File: src/rtl/bitp_pkg.sv
package bitp_pkg;

  typedef enum logic [4:0] {
    OP_CLR_C  = 5'd0,
    OP_SET_C  = 5'd1,
    OP_CPL_C  = 5'd2,
    OP_CLR_B  = 5'd3,
    OP_SET_B  = 5'd4,
    OP_CPL_B  = 5'd5,
    OP_AND_B  = 5'd6,
    OP_AND_NB = 5'd7,
    OP_OR_B   = 5'd8,
    OP_OR_NB  = 5'd9,
    OP_LD_C   = 5'd10,
    OP_ST_C   = 5'd11,
    OP_J_SET  = 5'd12,
    OP_J_CLR  = 5'd13,
    OP_J_TCLR = 5'd14,
    OP_J_CY   = 5'd15,
    OP_J_NCY  = 5'd16
  } bop_e;

  typedef enum logic [1:0] {
    ST_IDLE,
    ST_RD,
    ST_EX
  } bseq_e;

  function automatic logic carry_only(input bop_e op);
    return op inside {OP_CLR_C, OP_SET_C, OP_CPL_C, OP_J_CY, OP_J_NCY};
  endfunction

  function automatic logic is_jump(input bop_e op);
    return op inside {OP_J_SET, OP_J_CLR, OP_J_TCLR, OP_J_CY, OP_J_NCY};
  endfunction

endpackage

File: src/rtl/bitp_addr_map.sv
module bitp_addr_map #(
  parameter int unsigned AW       = 8,
  parameter logic [7:0]  RAM_BASE = 8'h20,
  parameter logic [7:0]  PSW_BYTE = 8'hD0,
  parameter logic [2:0]  CY_POS   = 3'd7
) (
  input  logic [AW-1:0] bit_addr,
  output logic [7:0]    byte_addr,
  output logic [2:0]    bit_idx,
  output logic          is_sfr,
  output logic          is_psw,
  output logic          is_carry
);
  localparam int unsigned RW = AW - 4;

  always_comb begin
    bit_idx = bit_addr[2:0];
    is_sfr  = bit_addr[AW-1];
    if (is_sfr) begin
      byte_addr = {bit_addr[AW-1:3], 3'b000};
    end else begin
      byte_addr = RAM_BASE + {{(8-RW){1'b0}}, bit_addr[AW-2:3]};
    end
    is_psw   = is_sfr && (byte_addr == PSW_BYTE);
    is_carry = is_psw && (bit_idx == CY_POS);
  end

endmodule

File: src/rtl/bitp_alu.sv
module bitp_alu
  import bitp_pkg::*;
(
  input  bop_e op,
  input  logic bit_val,
  input  logic cy,
  output logic new_cy,
  output logic new_bit,
  output logic wr_bit,
  output logic take
);
  always_comb begin
    new_cy  = cy;
    new_bit = bit_val;
    wr_bit  = 1'b0;
    take    = 1'b0;
    unique case (op)
      OP_CLR_C:  new_cy = 1'b0;
      OP_SET_C:  new_cy = 1'b1;
      OP_CPL_C:  new_cy = ~cy;
      OP_CLR_B:  begin new_bit = 1'b0;     wr_bit = 1'b1; end
      OP_SET_B:  begin new_bit = 1'b1;     wr_bit = 1'b1; end
      OP_CPL_B:  begin new_bit = ~bit_val; wr_bit = 1'b1; end
      OP_AND_B:  new_cy = cy & bit_val;
      OP_AND_NB: new_cy = cy & ~bit_val;
      OP_OR_B:   new_cy = cy | bit_val;
      OP_OR_NB:  new_cy = cy | ~bit_val;
      OP_LD_C:   new_cy = bit_val;
      OP_ST_C:   begin new_bit = cy; wr_bit = 1'b1; end
      OP_J_SET:  take = bit_val;
      OP_J_CLR:  take = ~bit_val;
      OP_J_TCLR: begin
        take    = bit_val;
        new_bit = 1'b0;
        wr_bit  = bit_val;
      end
      OP_J_CY:   take = cy;
      OP_J_NCY:  take = ~cy;
      default:   ;
    endcase
  end
endmodule

File: src/rtl/bitp_seq.sv
module bitp_seq
  import bitp_pkg::*;
(
  input  logic clk,
  input  logic rst_n,
  input  logic cmd_valid,
  input  logic need_mem,
  output logic cmd_ready,
  output logic accept,
  output logic rd_en,
  output logic ex,
  output logic done
);
  bseq_e st;

  assign cmd_ready = (st == ST_IDLE);
  assign accept    = cmd_valid && cmd_ready;
  assign rd_en     = (st == ST_RD);
  assign ex        = (st == ST_EX);

  always_ff @(posedge clk or negedge rst_n) begin
    if (!rst_n) begin
      st   <= ST_IDLE;
      done <= 1'b0;
    end else begin
      done <= (st == ST_EX);
      unique case (st)
        ST_IDLE: if (accept) st <= need_mem ? ST_RD : ST_EX;
        ST_RD:   st <= ST_EX;
        ST_EX:   st <= ST_IDLE;
        default: st <= ST_IDLE;
      endcase
    end
  end

  a_r11_done_single: assert property (@(posedge clk) disable iff (!rst_n)
    done |=> !done);
  a_r11_read_then_exec: assert property (@(posedge clk) disable iff (!rst_n)
    rd_en |=> (ex && !cmd_ready));
  a_r11_exec_then_done: assert property (@(posedge clk) disable iff (!rst_n)
    ex |=> (done && cmd_ready));

endmodule

File: src/rtl/bitp_unit.sv
module bitp_unit
  import bitp_pkg::*;
#(
  parameter int unsigned AW       = 8,
  parameter logic [7:0]  RAM_BASE = 8'h20,
  parameter logic [7:0]  PSW_BYTE = 8'hD0,
  parameter logic [2:0]  CY_POS   = 3'd7
) (
  input  logic          clk,
  input  logic          rst_n,
  input  logic          cmd_valid,
  output logic          cmd_ready,
  input  logic [4:0]    cmd_op,
  input  logic [AW-1:0] cmd_addr,
  output logic          mem_rd_en,
  output logic          mem_wr_en,
  output logic          mem_sfr,
  output logic [7:0]    mem_addr,
  output logic [7:0]    mem_wr_data,
  input  logic [7:0]    mem_rd_data,
  output logic          carry,
  output logic          taken,
  output logic          done
);
  localparam logic [AW-1:0] CY_BIT_ADDR = AW'(PSW_BYTE | {5'b0, CY_POS});

  bop_e          op_q;
  logic [AW-1:0] addr_q;
  logic          need_q;
  logic          cy_q;
  logic          tk_q;
  logic          accept, ex, need_in;
  logic [2:0]    bit_idx;
  logic          is_psw, is_cy;
  logic          bit_val, new_cy, new_bit, wr_bit, take;
  logic [7:0]    wr_byte;

  assign need_in = !carry_only(bop_e'(cmd_op)) && (cmd_addr != CY_BIT_ADDR);

  bitp_seq u_seq (
    .clk       (clk),
    .rst_n     (rst_n),
    .cmd_valid (cmd_valid),
    .need_mem  (need_in),
    .cmd_ready (cmd_ready),
    .accept    (accept),
    .rd_en     (mem_rd_en),
    .ex        (ex),
    .done      (done)
  );

  bitp_addr_map #(
    .AW       (AW),
    .RAM_BASE (RAM_BASE),
    .PSW_BYTE (PSW_BYTE),
    .CY_POS   (CY_POS)
  ) u_map (
    .bit_addr  (addr_q),
    .byte_addr (mem_addr),
    .bit_idx   (bit_idx),
    .is_sfr    (mem_sfr),
    .is_psw    (is_psw),
    .is_carry  (is_cy)
  );

  assign bit_val = is_cy ? cy_q : mem_rd_data[bit_idx];

  bitp_alu u_alu (
    .op      (op_q),
    .bit_val (bit_val),
    .cy      (cy_q),
    .new_cy  (new_cy),
    .new_bit (new_bit),
    .wr_bit  (wr_bit),
    .take    (take)
  );

  always_comb begin
    wr_byte          = mem_rd_data;
    wr_byte[bit_idx] = new_bit;
    if (is_psw) wr_byte[CY_POS] = cy_q;
  end

  assign mem_wr_en   = ex && need_q && wr_bit;
  assign mem_wr_data = wr_byte;

  always_ff @(posedge clk or negedge rst_n) begin
    if (!rst_n) begin
      op_q   <= OP_CLR_C;
      addr_q <= '0;
      need_q <= 1'b0;
      cy_q   <= 1'b0;
      tk_q   <= 1'b0;
    end else begin
      if (accept) begin
        op_q   <= bop_e'(cmd_op);
        addr_q <= cmd_addr;
        need_q <= need_in;
      end
      if (ex) begin
        cy_q <= (is_cy && wr_bit) ? new_bit : new_cy;
        tk_q <= take;
      end
    end
  end

  assign carry = cy_q;
  assign taken = tk_q;

  a_r11_rw_exclusive: assert property (@(posedge clk) disable iff (!rst_n)
    !(mem_rd_en && mem_wr_en));
  a_r11_cmd_hold: assert property (@(posedge clk) disable iff (!rst_n)
    (cmd_valid && !cmd_ready) |=> (cmd_valid && $stable(cmd_op) && $stable(cmd_addr)));
  a_r5_write_after_read: assert property (@(posedge clk) disable iff (!rst_n)
    mem_wr_en |-> ($past(mem_rd_en) && $stable(mem_addr) && $stable(mem_sfr)));
  a_r6_logic_no_write: assert property (@(posedge clk) disable iff (!rst_n)
    (ex && op_q inside {OP_AND_B, OP_AND_NB, OP_OR_B, OP_OR_NB}) |-> !mem_wr_en);
  a_r8_taken_jump_only: assert property (@(posedge clk) disable iff (!rst_n)
    (done && taken) |-> is_jump(op_q));
  a_r9_test_clear: assert property (@(posedge clk) disable iff (!rst_n)
    (mem_wr_en && op_q == OP_J_TCLR) |-> (!mem_wr_data[bit_idx] && mem_rd_data[bit_idx]));
  a_r10_psw_carry: assert property (@(posedge clk) disable iff (!rst_n)
    (mem_wr_en && mem_sfr && mem_addr == PSW_BYTE) |-> (mem_wr_data[CY_POS] == carry));
  a_r3_carry_no_mem: assert property (@(posedge clk) disable iff (!rst_n)
    (accept && cmd_addr == CY_BIT_ADDR) |=> !mem_rd_en);

endmodule

File: config.mk
export PLATFORM = sky130hd
export DESIGN_NAME = bitp_unit
export DESIGN_NICKNAME = d
export VERILOG_FILES = /design/src/rtl/bitp_pkg.sv /design/src/rtl/bitp_addr_map.sv /design/src/rtl/bitp_alu.sv /design/src/rtl/bitp_seq.sv /design/src/rtl/bitp_unit.sv
export SDC_FILE = /design/constraint.sdc
export NUM_CORES = 1
export LEC_CHECK = 0
export CAP_MARGIN = 20
export CORE_MARGIN = 2
export CORE_UTILIZATION = 40
export CTS_CLUSTER_DIAMETER = 50
export CTS_CLUSTER_SIZE = 12
export DETAILED_ROUTE_END_ITERATION = 8
export MAX_ROUTING_LAYER = met4
export PLACE_DENSITY = 0.74
export SYNTH_ARGS = -nofsm -noshare
export SYNTH_HDL_FRONTEND = slang
export SYNTH_SLANG_ARGS = --single-unit
File: constraint.sdc
create_clock -name clk -period 3.6 [get_ports clk]
set_input_delay 0.72 -clock clk [delete_from_list [all_inputs] [get_ports clk]]
set_output_delay 0.72 -clock clk [all_outputs]
set_load 0.02 [all_outputs]
* After elaboration in Yosys (flattened, before gate mapping) *
Index checks and enable logic that the tools add are counted.

storage, ports and cells
  flip-flop bits (word level) = 19
  input bits = 24

cells by class
  $add $sub $neg = 1
  order comparisons = 2
  eq/ne operators = 26
  multiplexer cells = 16
  bitwise gates (word level) = 6
  reduce and logical (&&, ||, !) cells = 18

operators by type and width
  kind                                                  count
  equality test 5 x 4 -> 1 bit (second input constant)  9
  equality test 5 x 3 -> 1 bit (second input constant)  4
  equality test 5 x 2 -> 1 bit (second input constant)  3
  equality test 5 x 1 -> 1 bit (second input constant)  2
  equality test 5 bit (second input constant)           2
  logical NOT 5 bit                                     2
  nonzero test 9 bit                                    1
  bitwise mux 8 bit                                     1
  equality test 8 bit (second input constant)           1
  logical AND 1 bit                                     8
  2-to-1 mux 8 bit                                      1
  inequality test 8 bit (second input constant)         1
  one-hot mux 1 bit (4 select lines)                    2
  one-hot mux 1 bit (8 select lines)                    1
  adder 6 x 4 -> 7 bit (first input constant)           1
  2-to-1 mux 1 bit                                      5
  nonzero test 5 bit                                    1
  < comparator 3 x 4 -> 1 bit (second input constant)   1
  2-to-1 mux 2 bit                                      2
  one-hot mux 2 bit (2 select lines)                    1
  OR reduction 2 bit                                    2
  OR reduction 4 bit                                    1
  binary-select mux 1 bit (select 3 bit)                1
  demux 1 bit (select 3 bit)                            1
  12 further kinds                                      15

* Longest topological paths before layout *
Gate-level depths: netlist (run 1).

  word-level depth = 10
  mapped depth = 8
  gate-level depth less buffers = 7

* By module *
From an unflattened synthesis (run 1), not the netlist that was laid out.

unflattened totals
  cells, all modules = 147
  area total of the unflattened synthesis = 1457.6 sq um

by module, submodules not included
  module         instances  cells each  area an instance (sq um)  sequential area each (sq um)
  bitp_unit      1          79          924.6                     400.4
  bitp_alu       1          40          277.8                     0.0
  bitp_addr_map  1          17          130.1                     0.0
  bitp_seq       1          11          125.1                     75.1

* Least setup slack after synthesis (run 1) *
OpenSTA, ideal clock, no wires.

  path type = input -> output
  start point = input port mem_rd_data[3]
  end point = output port mem_wr_data[7]
  arrival = 2132 ps
  path slack = 748 ps
  stages = 6
  buffers on the path = 0
  cell sequence = mux4_2 o21ai_4 o21ai_4 mux2i_4 mux2i_1 o21ai_1

between the ends
  longest elaborated chain between the ends = 7

RTL lines
  item                                        line             RTL
  start: declaration                          bitp_unit.sv:20  input logic [7:0] mem_rd_data,
  binary-select mux 1 bit (select 3 bit) (*)  bitp_unit.sv:66  assign bit_val = is_cy ? cy_q : mem_rd_data[bit_idx];
  2-to-1 mux 1 bit (implied by the code) (*)  bitp_unit.sv:66
  2-to-1 mux 1 bit (*)                        bitp_unit.sv:66
  inverter 1 bit                              bitp_alu.sv:23   OP_CPL_B: begin new_bit = ~bit_val; wr_bit = 1'b1; end
  one-hot mux 1 bit (4 select lines) (*)      bitp_alu.sv:17   unique case (op)
  bitwise mux 8 bit (*)                       bitp_unit.sv:80  wr_byte[bit_idx] = new_bit;
  2-to-1 mux 1 bit (*)                        bitp_unit.sv:81  if (is_psw) wr_byte[CY_POS] = cy_q;
  end: declaration                            bitp_unit.sv:19  output logic [7:0] mem_wr_data,

Every way passes the cells marked *; elsewhere a longest branch is shown, timed or not. The select of a mux whose other input is x is not followed.

* Final worst setup path (run 1) *
  start point = input port mem_rd_data[3]
  end point = output port mem_wr_en

between the ends
  longest elaborated chain between the ends = 5

RTL lines
  item                                    line             RTL
  binary-select mux 1 bit (select 3 bit)  bitp_unit.sv:66
  2-to-1 mux 1 bit (implied by the code)  bitp_unit.sv:66
  2-to-1 mux 1 bit                        bitp_unit.sv:66
  one-hot mux 1 bit (2 select lines)      bitp_alu.sv:17
  logical AND 1 bit                       bitp_unit.sv:84  assign mem_wr_en = ex && need_q && wr_bit;
  end: declaration                        bitp_unit.sv:16  output logic mem_wr_en,

No other way between the ends. The select of a mux whose other input is x is not followed.

==> flow_results.org, run 1 <==
** GRT
- Summed over all layers, the global routing overflow is 0.
- The number of antenna violations at the first check in global routing is 0.
- First-pass GRT wire length :: 5968 um
- Number of global-route vias before repair :: 1346
- Overall Global Routing Usage :: 18.45%
- Entering global routing, the biggest net connects 20 pins.

** Timing
- Clock skew :: around 0.0032 ns
- Final Worst Setup Slack :: 0.1224 ns
- Setup repair after global routing missed its margin :: no
- The number of pins with negative max-slew slack in the final report came to 0.
- Transition time of the tightest slew-check pin :: a little over 0.8 ns
- TNS Setup :: 0 ns
- Ratio of final minimum period to clock period :: 96.60%
- Highest Clock Rate :: 0.2876 GHz
- Post-route minimum period :: 3.478 ns
- The hold violation total from the final report was 0.
- Number of setup violations in the final report :: 0
- Worst max-slew margin expressed relative to the limit :: 44.79%

** Yosys
- Summing the areas of all and, or, nand and nor instances in the mapped netlist gives 35.09% of the synthesized area.
- Synth Area per Inst :: between 7 and 8 um^2
- Gate count after technology mapping :: 184
- Summing the areas of all xor and xnor instances in the mapped netlist gives 0.6050% of the synthesized area.
- Adder-cell share of the synthesized area :: 0.6914%
- Synth warnings :: 0
- Number of unique standard cell types used by synthesis :: 41
- After synthesis the netlist holds a flip-flop and latch count of 19.
- Proportion of synthesized chip area in sequential cells :: 32.84%
- Netlist area before placement :: 1448 um^2
- Dominant synthesized flop cell :: dfrtp_1
- When the netlist entered floorplanning its net count stood at 208.
- Summing the areas of all compound-gate instances in the mapped netlist gives 13.48% of the synthesized area.
- By area, the combinational part of the netlist is dominated by simple AND/OR/NAND/NOR gates.
- EDFF count, synth :: 0
- In the synthesized netlist the async set-or-reset flop fraction comes to between 90% and 100%.
- Multiplexer cells account for 12.10% of the synthesized area.

** Power
- Largest vdd supply drop :: 0.2922 mV
- Sequential share of power :: ~34%
- For this design the static power due to leakage is 0.0008170 uW.
- Clk pwr share :: a little under a tenth
- Net load switching power :: about 490 uW
- Cell internal power was estimated by the tool at 630.9 uW.
- Final Power :: 1121 uW
- In this run switching power makes up between 40 and 50% of total power.
- In this run the power density over the cells is 575.6 nW/um^2.
- Share of total power in combinational logic :: 57.1%

** Status
- Result of the run :: finished, final reports clean

** Floorplanning
- Die area :: ~4100 um^2
- Placeable core region :: around 3400 um^2
- The initial utilization of the core area, before any placement, comes to 42.38%.
- Number of primary I/O pins :: 47
- After floorplanning, the core was divided into 21 placement rows.
- Die height :: 64.16 um
- The floorplan step set the die width to between 60 and 70 um.

** Critical path
- Peak fanout along the critical path :: 3
- By startpoint and endpoint, the worst setup path is classified as in -> out.
- CP cell instances :: clkdlybuf4s50_1 > mux4_2 > o21ai_4 > o21ai_4 > buf_4 > nand4_1 > a21oi_1 > clkdlybuf4s50_1
- Startpoint types :: primary input
- CP Data Arrival Time :: 2.76 ns
- For this run, the slowest stage of the critical path takes 0.54 ns.
- Critical Path RT :: 2.88 ns
- The worst setup path is captured at a primary output.
- Worst-path cell with the longest stage delay :: clkdlybuf4s50_1

** Placement
- Once detailed placement completed, the half-perimeter wirelength came to ~2600 um.
- Routability-driven placement finished with a final weighted congestion of 0.8889.
- Input and output buffers added on the ports amount to 46.
- Cell total after placement :: between 200 and 300
- Prior to clock tree synthesis, the placed netlist has a worst setup slack of -0.1670 ns.

** Drt
- The detail route stage leaves a number of antenna-violating nets equal to 0.
- DR vias/cell :: 5.283
- For this run, design rule violations remaining after detail routing come to 0.
- In the final routed layout, each cell accounts on average for 12.46 um.
- Vias after detailed routing :: roughly 1.4k
- Number of detailed-route iterations in the first pass :: 4
- Wires add up to 3388 um.
- In this run, the number of DRC markers left after iteration 0 of detailed routing was 87.

** Cells and area
- From synthesis to final layout, the design area changed by 34.57%.
- The finished layout holds 272 standard cells, fillers aside.
- The filler cells instantiated in the layout total 340.
- After the last flow step, the layout net total stands at 251.
- Number of antenna repair diodes :: 0
- Fraction of layout cells with a size suffix above 1 :: 12.83%
- Cells fill 57.03% of the core in the end.

** Clocking
- Count of hold buffers inserted by post-cts repair :: 0
- Master cell of the clock root buffer :: clkbuf_4
- Number of H-tree levels :: 1
- At the later pin of the worst-skew pair, clock insertion delay measures 0.29 ns.
- Number of sinks driven by the clock tree :: 19
- Inserted Clock Buffers :: 3
- TritonCTS built the clock tree.
- Clock Path Buffers :: 2
- After clock tree synthesis, the clock-pin slew on the worst setup and hold paths is 0.10 ns.

** Flow run
- Maximum capacitance violations :: 0

** Min path
- The min-delay analysis places its worst path in the category reg -> reg.
## sequential cells by signal (all words and copies together), names as in the netlist
| name | cells |
|---|---|
| op_q | 5 |
| carry | 1 |
| addr_q | 8 |
| need_q | 1 |
| u_seq.done | 1 |
| taken | 1 |
| u_seq.st | 2 |
## area by class of cell
type | count | area [um^2] | area share (%)
sequential | 19 | 475.5 | 24.41
timing repair buffer | 51 | 480.5 | 24.66
clock buffer | 4 | 26.28 | 1.349
tap | 46 | 57.56 | 2.954
inverter | 3 | 11.26 | 0.5780
multi-input combinational | 149 | 897.1 | 46.05
## what timing repair did
item | 4_1_cts | 5_1_grt
setup endpoints to repair | 8 | 2
setup buffers | 1 | 0
resized for setup | 8 | 4
## cell usage after synthesis (2+ instances only)
library cell  number  area, um^2
nand2_1           46       172.7
dfrtp_1           19       475.5
nor2_1            12       45.04
a21oi_1            9       45.04
o21ai_0            9       45.04
clkbuf_1           8       30.03
mux2_2             8       90.09
nand3_1            8       40.04
nor2b_1            7       43.79
nand4_1            5       31.28
mux2i_1            4       40.04
nor3_1             4       20.02
and2_1             3       18.77
and2b_2            3       26.28
buf_2              3       15.01
inv_1              3       11.26
nand2b_1           3       18.77
a31oi_1            2       12.51
a41oi_1            2       17.52
and3_1             2       12.51
nand3b_1           2       15.01
nand4b_1           2       17.52
o21ai_4            2       32.53
## cells in the final DEF, fill, tap and decap left out, types with 3 or more instances in the layout
cell             Yosys  layout
nand2_1             46      46
clkdlybuf4s50_1      0      38
dfrtp_1             19      19
nor2_1              12      12
o21ai_0              9       9
a21oi_1              9       9
mux2_2               8       8
nand3_1              8       8
nor2b_1              7       7
dlygate4sd2_1        0       6
nand4_1              5       5
buf_4                1       5
nor3_1               4       4
mux2i_1              4       4
and2b_2              3       3
inv_1                3       3
and2_1               3       3
nand2b_1             3       3
clkbuf_4             0       3
## logic make-up after synthesis
group           Yosys count
simple gates            103
fa+ha+maj                 1
mux                      14
xor+xnor                  1
buf+inv                  16
compound gates           30
flops                    19
## through the flow
stage / area [um^2] / hold slack (ns)
floorplan: 1448 / 0.4244
global placement: 1932 / 0.4674
detailed placement: 1932 / 0.4684
CTS: 1956 / 0.4927
global route: 1948 / 0.5131
finish: 1948 / 0.4837
## worst paths after layout
kind / start / to / slack (ns) / cells after the start
min in group asynchronous: rst_n / u_seq.st[1] / 0.89 / 1
worst min register to register: u_seq.st[1] / u_seq.st[1] / 0.48 / 1
worst max-delay path: mem_rd_data[3] / mem_wr_en / 0.12 / 8
max in group asynchronous: rst_n / addr_q[1] / 2.20 / 1
worst max register to register: addr_q[0] / carry / 1.57 / 7
worst min-delay path: u_seq.st[1] / u_seq.st[1] / 0.48 / 1
## worst max-delay path, delay by kind of cell
| kind | cells | cell delay (ns) |
|---|---|---|
| mux | 1 | 0.50 |
| buf+inv | 3 | 1.10 |
| simple gates | 1 | 0.08 |
| compound gates | 3 | 0.36 |
## routing by layer
metal	global-route usage, %	up-vias	wire length (um)
li1	-	717	-
met1	25.31	668	1601
met2	28.26	46	1541
met3	1.585	6	184
met4	7.447	0	61
met5	-	-	0
## power by group through the flow
stage	Sequential, uW	Clock [uW]	Combinational, uW
2_1_floorplan	341	0	452
3_3_place_gp	380	0	640
3_5_place_dp	380	0	647
4_1_cts	376	110	644
5_1_grt	393	118	704
6_report	376	105	641
Power figures use the tool's default switching activity.
==> run 2, diff against run 1 <==
--- a/config.mk
+++ b/config.mk
@@ -11,6 +11,7 @@
 export CTS_CLUSTER_DIAMETER = 50
 export CTS_CLUSTER_SIZE = 12
 export DETAILED_ROUTE_END_ITERATION = 8
+export HOLD_SLACK_MARGIN = 0.08
 export MAX_ROUTING_LAYER = met4
 export PLACE_DENSITY = 0.74
 export SYNTH_ARGS = -nofsm -noshare
==> results of run 2 <==
The final DEF is identical to that of run 1; final timing and power are the same.
==> run 3, diff against run 2 <==
--- a/config.mk
+++ b/config.mk
@@ -13,7 +13,8 @@
 export DETAILED_ROUTE_END_ITERATION = 8
 export HOLD_SLACK_MARGIN = 0.08
 export MAX_ROUTING_LAYER = met4
-export PLACE_DENSITY = 0.74
+export PLACE_DENSITY = 0.77
+export SKIP_CTS_REPAIR_TIMING = 1
 export SYNTH_ARGS = -nofsm -noshare
 export SYNTH_HDL_FRONTEND = slang
 export SYNTH_SLANG_ARGS = --single-unit
==> constraint.sdc (replaced) <==
create_clock -name clk -period 2.9 [get_ports clk]
set_input_delay 0.58 -clock clk [delete_from_list [all_inputs] [get_ports clk]]
set_output_delay 0.58 -clock clk [all_outputs]
set_load 0.02 [all_outputs]
==> flow_results.org, run 3 (synthesis gave the netlist of run 1 again) <==
** Critical path
- On the worst path, the slowest cell contributes a delay of 0.53 ns.
- STA classifies the critical path startpoint as a flop.
- For the worst setup path, the data arrival time is 2.27 ns.
- Worst Path Class, Setup :: reg -> out
- The worst setup path is captured at a primary output.
- Worst-path cell with the longest stage delay :: mux4_2
- CP cell instances :: mux4_2 > o21ai_4 > o21ai_4 > mux2i_4 > buf_12 > mux2_2 > buf_6
- STA puts the critical path data required time at ~2.3 ns.
- Most frequent cell on the critical path :: o21ai_4
- Along the worst path, the maximum fanout reaches 7.

** GRT
- Number of antenna violations at the first check in global routing :: 0
- For this run, the total global-route usage over all layers was measured as 20.11%.
- Entering global routing, the biggest net connects 20 pins.
- The first global-routing pass estimated roughly 6500 um of wire.
- Number of global-route vias before repair :: 1531
- GRT Residual Overflow :: 0

** Cells and area
- The register with the most flip-flops in the layout has 8 of them.
- Fill cells in the final layout number 316.
- The library cell used most frequently in the layout, excluding fill and tap cells, is nand2_1.
- Compared with the post-synthesis result, the final layout area differs by 50.99%.
- The post-route netlist has between 20 and 25% of its cells at a drive strength greater than 1.
- Number of antenna repair diodes :: 0
- Post-layout instance count excluding filler cells :: 294
- Cells fill 63.99% of the core in the end.
- For this run, the post-layout net count is 273.
- Top library cells by usage in the layout, fill and taps aside :: nand2_1, clkdlybuf4s50_1, buf_4, dfrtp_1, nor2_1
- Registers with the highest flip-flop counts :: addr_q x8, op_q x5, u_seq.st x2
- More flip-flops sit in one register than any other, and that register is addr_q.

** Timing
- The number of pins with negative max-slew slack in the final report was 0.
- Post-route minimum period :: 2.848 ns
- Final Hold Violating Endpoints :: 0
- Tightest hold margin :: about 0.48 ns
- Timing would allow up to 0.3512 GHz.
- Worst max-slew margin expressed relative to the limit :: 45.91%
- Ratio of final minimum period to clock period :: 98.19%
- Transition time of the tightest slew-check pin :: 0.8088 ns
- Setup violations remaining at the end of the flow were counted as 0.
- Clock skew on the completed layout was measured at 0.008545 ns.

** Drt
- DRT antenna net count :: 0
- WL per Instance :: 12.82 um
- DR vias/cell :: about 5.1
- The detailed router placed between 1.5k and 2k vias in this run.
- The detailed router finished its first iteration with 97 violations.
- Final routed wirelength across all metal layers :: around 3800 um
- For this run, design rule violations remaining after detail routing come to 0.
- The pre-antenna-repair detailed-routing pass consisted of 4 iterations.

** Power
- Largest vdd supply drop :: 0.4222 mV
- In this run the static leakage power is 0.001011 uW.
- Dividing total power by cell area gives a power density of about 730 nW/um^2.

** Clocking
- Master cell of the clock root buffer :: clkbuf_4
- TritonCTS built the clock tree.
- Counting along the longest clock path gives a buffer depth of 2.
- Source-to-sink clock delay at the later pin of the worst-skew pair :: around 0.29 ns
- Clock-pin slew was measured on the worst setup and hold paths at roughly 0.11 ns.
- In this run the number of H-tree levels came out at 1.
- Counting the buffers created by CTS gives 3.
- The clock drives 19 sinks.

** Placement
- The congestion estimate from routability-driven global placement came to 0.8907.
- Once detailed placement completed, the half-perimeter wirelength came to 2938 um.
- Once placement completed, the tool counted placed cells totaling 287.
- During placement, the flow inserted port buffers numbering 46.

** Floorplanning
- Die area :: 4117 um^2
- The floorplan has 21 rows.
- Placeable core region :: between 3000 and 4000 um^2
- In this run the horizontal extent of the chip is 64.16 um.
- The initial utilization of the core area, before any placement, comes to 42.38%.
- Number of primary I/O pins :: 47
- From bottom edge to top edge, the die measures 64.16 um.

** Min path
- Type of the tightest min-delay check :: reg -> reg

** Flow run
- Maximum capacitance violations :: 0

** Status
- Result of the run :: finished, final reports clean
[run 3: path summary, 6_finish.rpt]
path | cells past startpoint | slack, ns | startpoint | to
setup / recovery | 7 | 0.05 | addr_q[0] | mem_wr_data[0]
hold / removal | 1 | 0.48 | u_seq.st[1] | u_seq.st[1]
setup reg to reg | 9 | 0.88 | addr_q[6] | taken
hold reg to reg | 1 | 0.48 | u_seq.st[1] | u_seq.st[1]
max in group asynchronous | 1 | 1.65 | rst_n | op_q[4]
min in group asynchronous | 1 | 0.74 | rst_n | op_q[2]
[run 3: layer usage]
layer  vias to the layer above  wire length, um  global-route usage, %
met5                         -                0                      -
met1                       696             1712                  25.91
met2                        48             1845                  34.11
met4                         0               50                  5.053
met3                         6              161                  1.937
li1                        760                -                      -
[run 3: final cells by class]
class	count	area, um^2	area share (%)
multi-input combinational	149	919.6	42.07
timing repair buffer	73	694.4	31.77
sequential	19	475.5	21.75
tap	46	57.56	2.633
clock buffer	3	22.52	1.030
inverter	3	11.26	0.5152
clock inverter	1	5.005	0.2290
[run 3: report_power, final]
group	leakage [uW]	internal [uW]	switching, uW
sequential	0.000235	340	72.2
clock	0.0000177	51.3	78.3
combinational	0.000758	534	512
total	0.00101	925	663
[run 3: critical path: cells and delay by family (launching register included)]
family / cells / cell delay, ns
buffers and inverters: 2 / 0.28
flip-flops: 1 / 0.38
AO/OA/AOI/OAI: 2 / 0.30
multiplexers: 3 / 1.01
[run 3: stage by stage]
step | instance area, um^2 | power, uW | TNS [ns] | worst slack, ns
floorplan | 1448 | 985.2 | 0 | 0.1888
global placement | 2082 | 1365 | -4.380 | -0.5533
detailed placement | 2082 | 1387 | -4.807 | -0.6054
CTS | 2110 | 1523 | -4.828 | -0.6043
global route | 2186 | 1705 | -0.005912 | -0.002624
finish | 2186 | 1588 | 0 | 0.05244
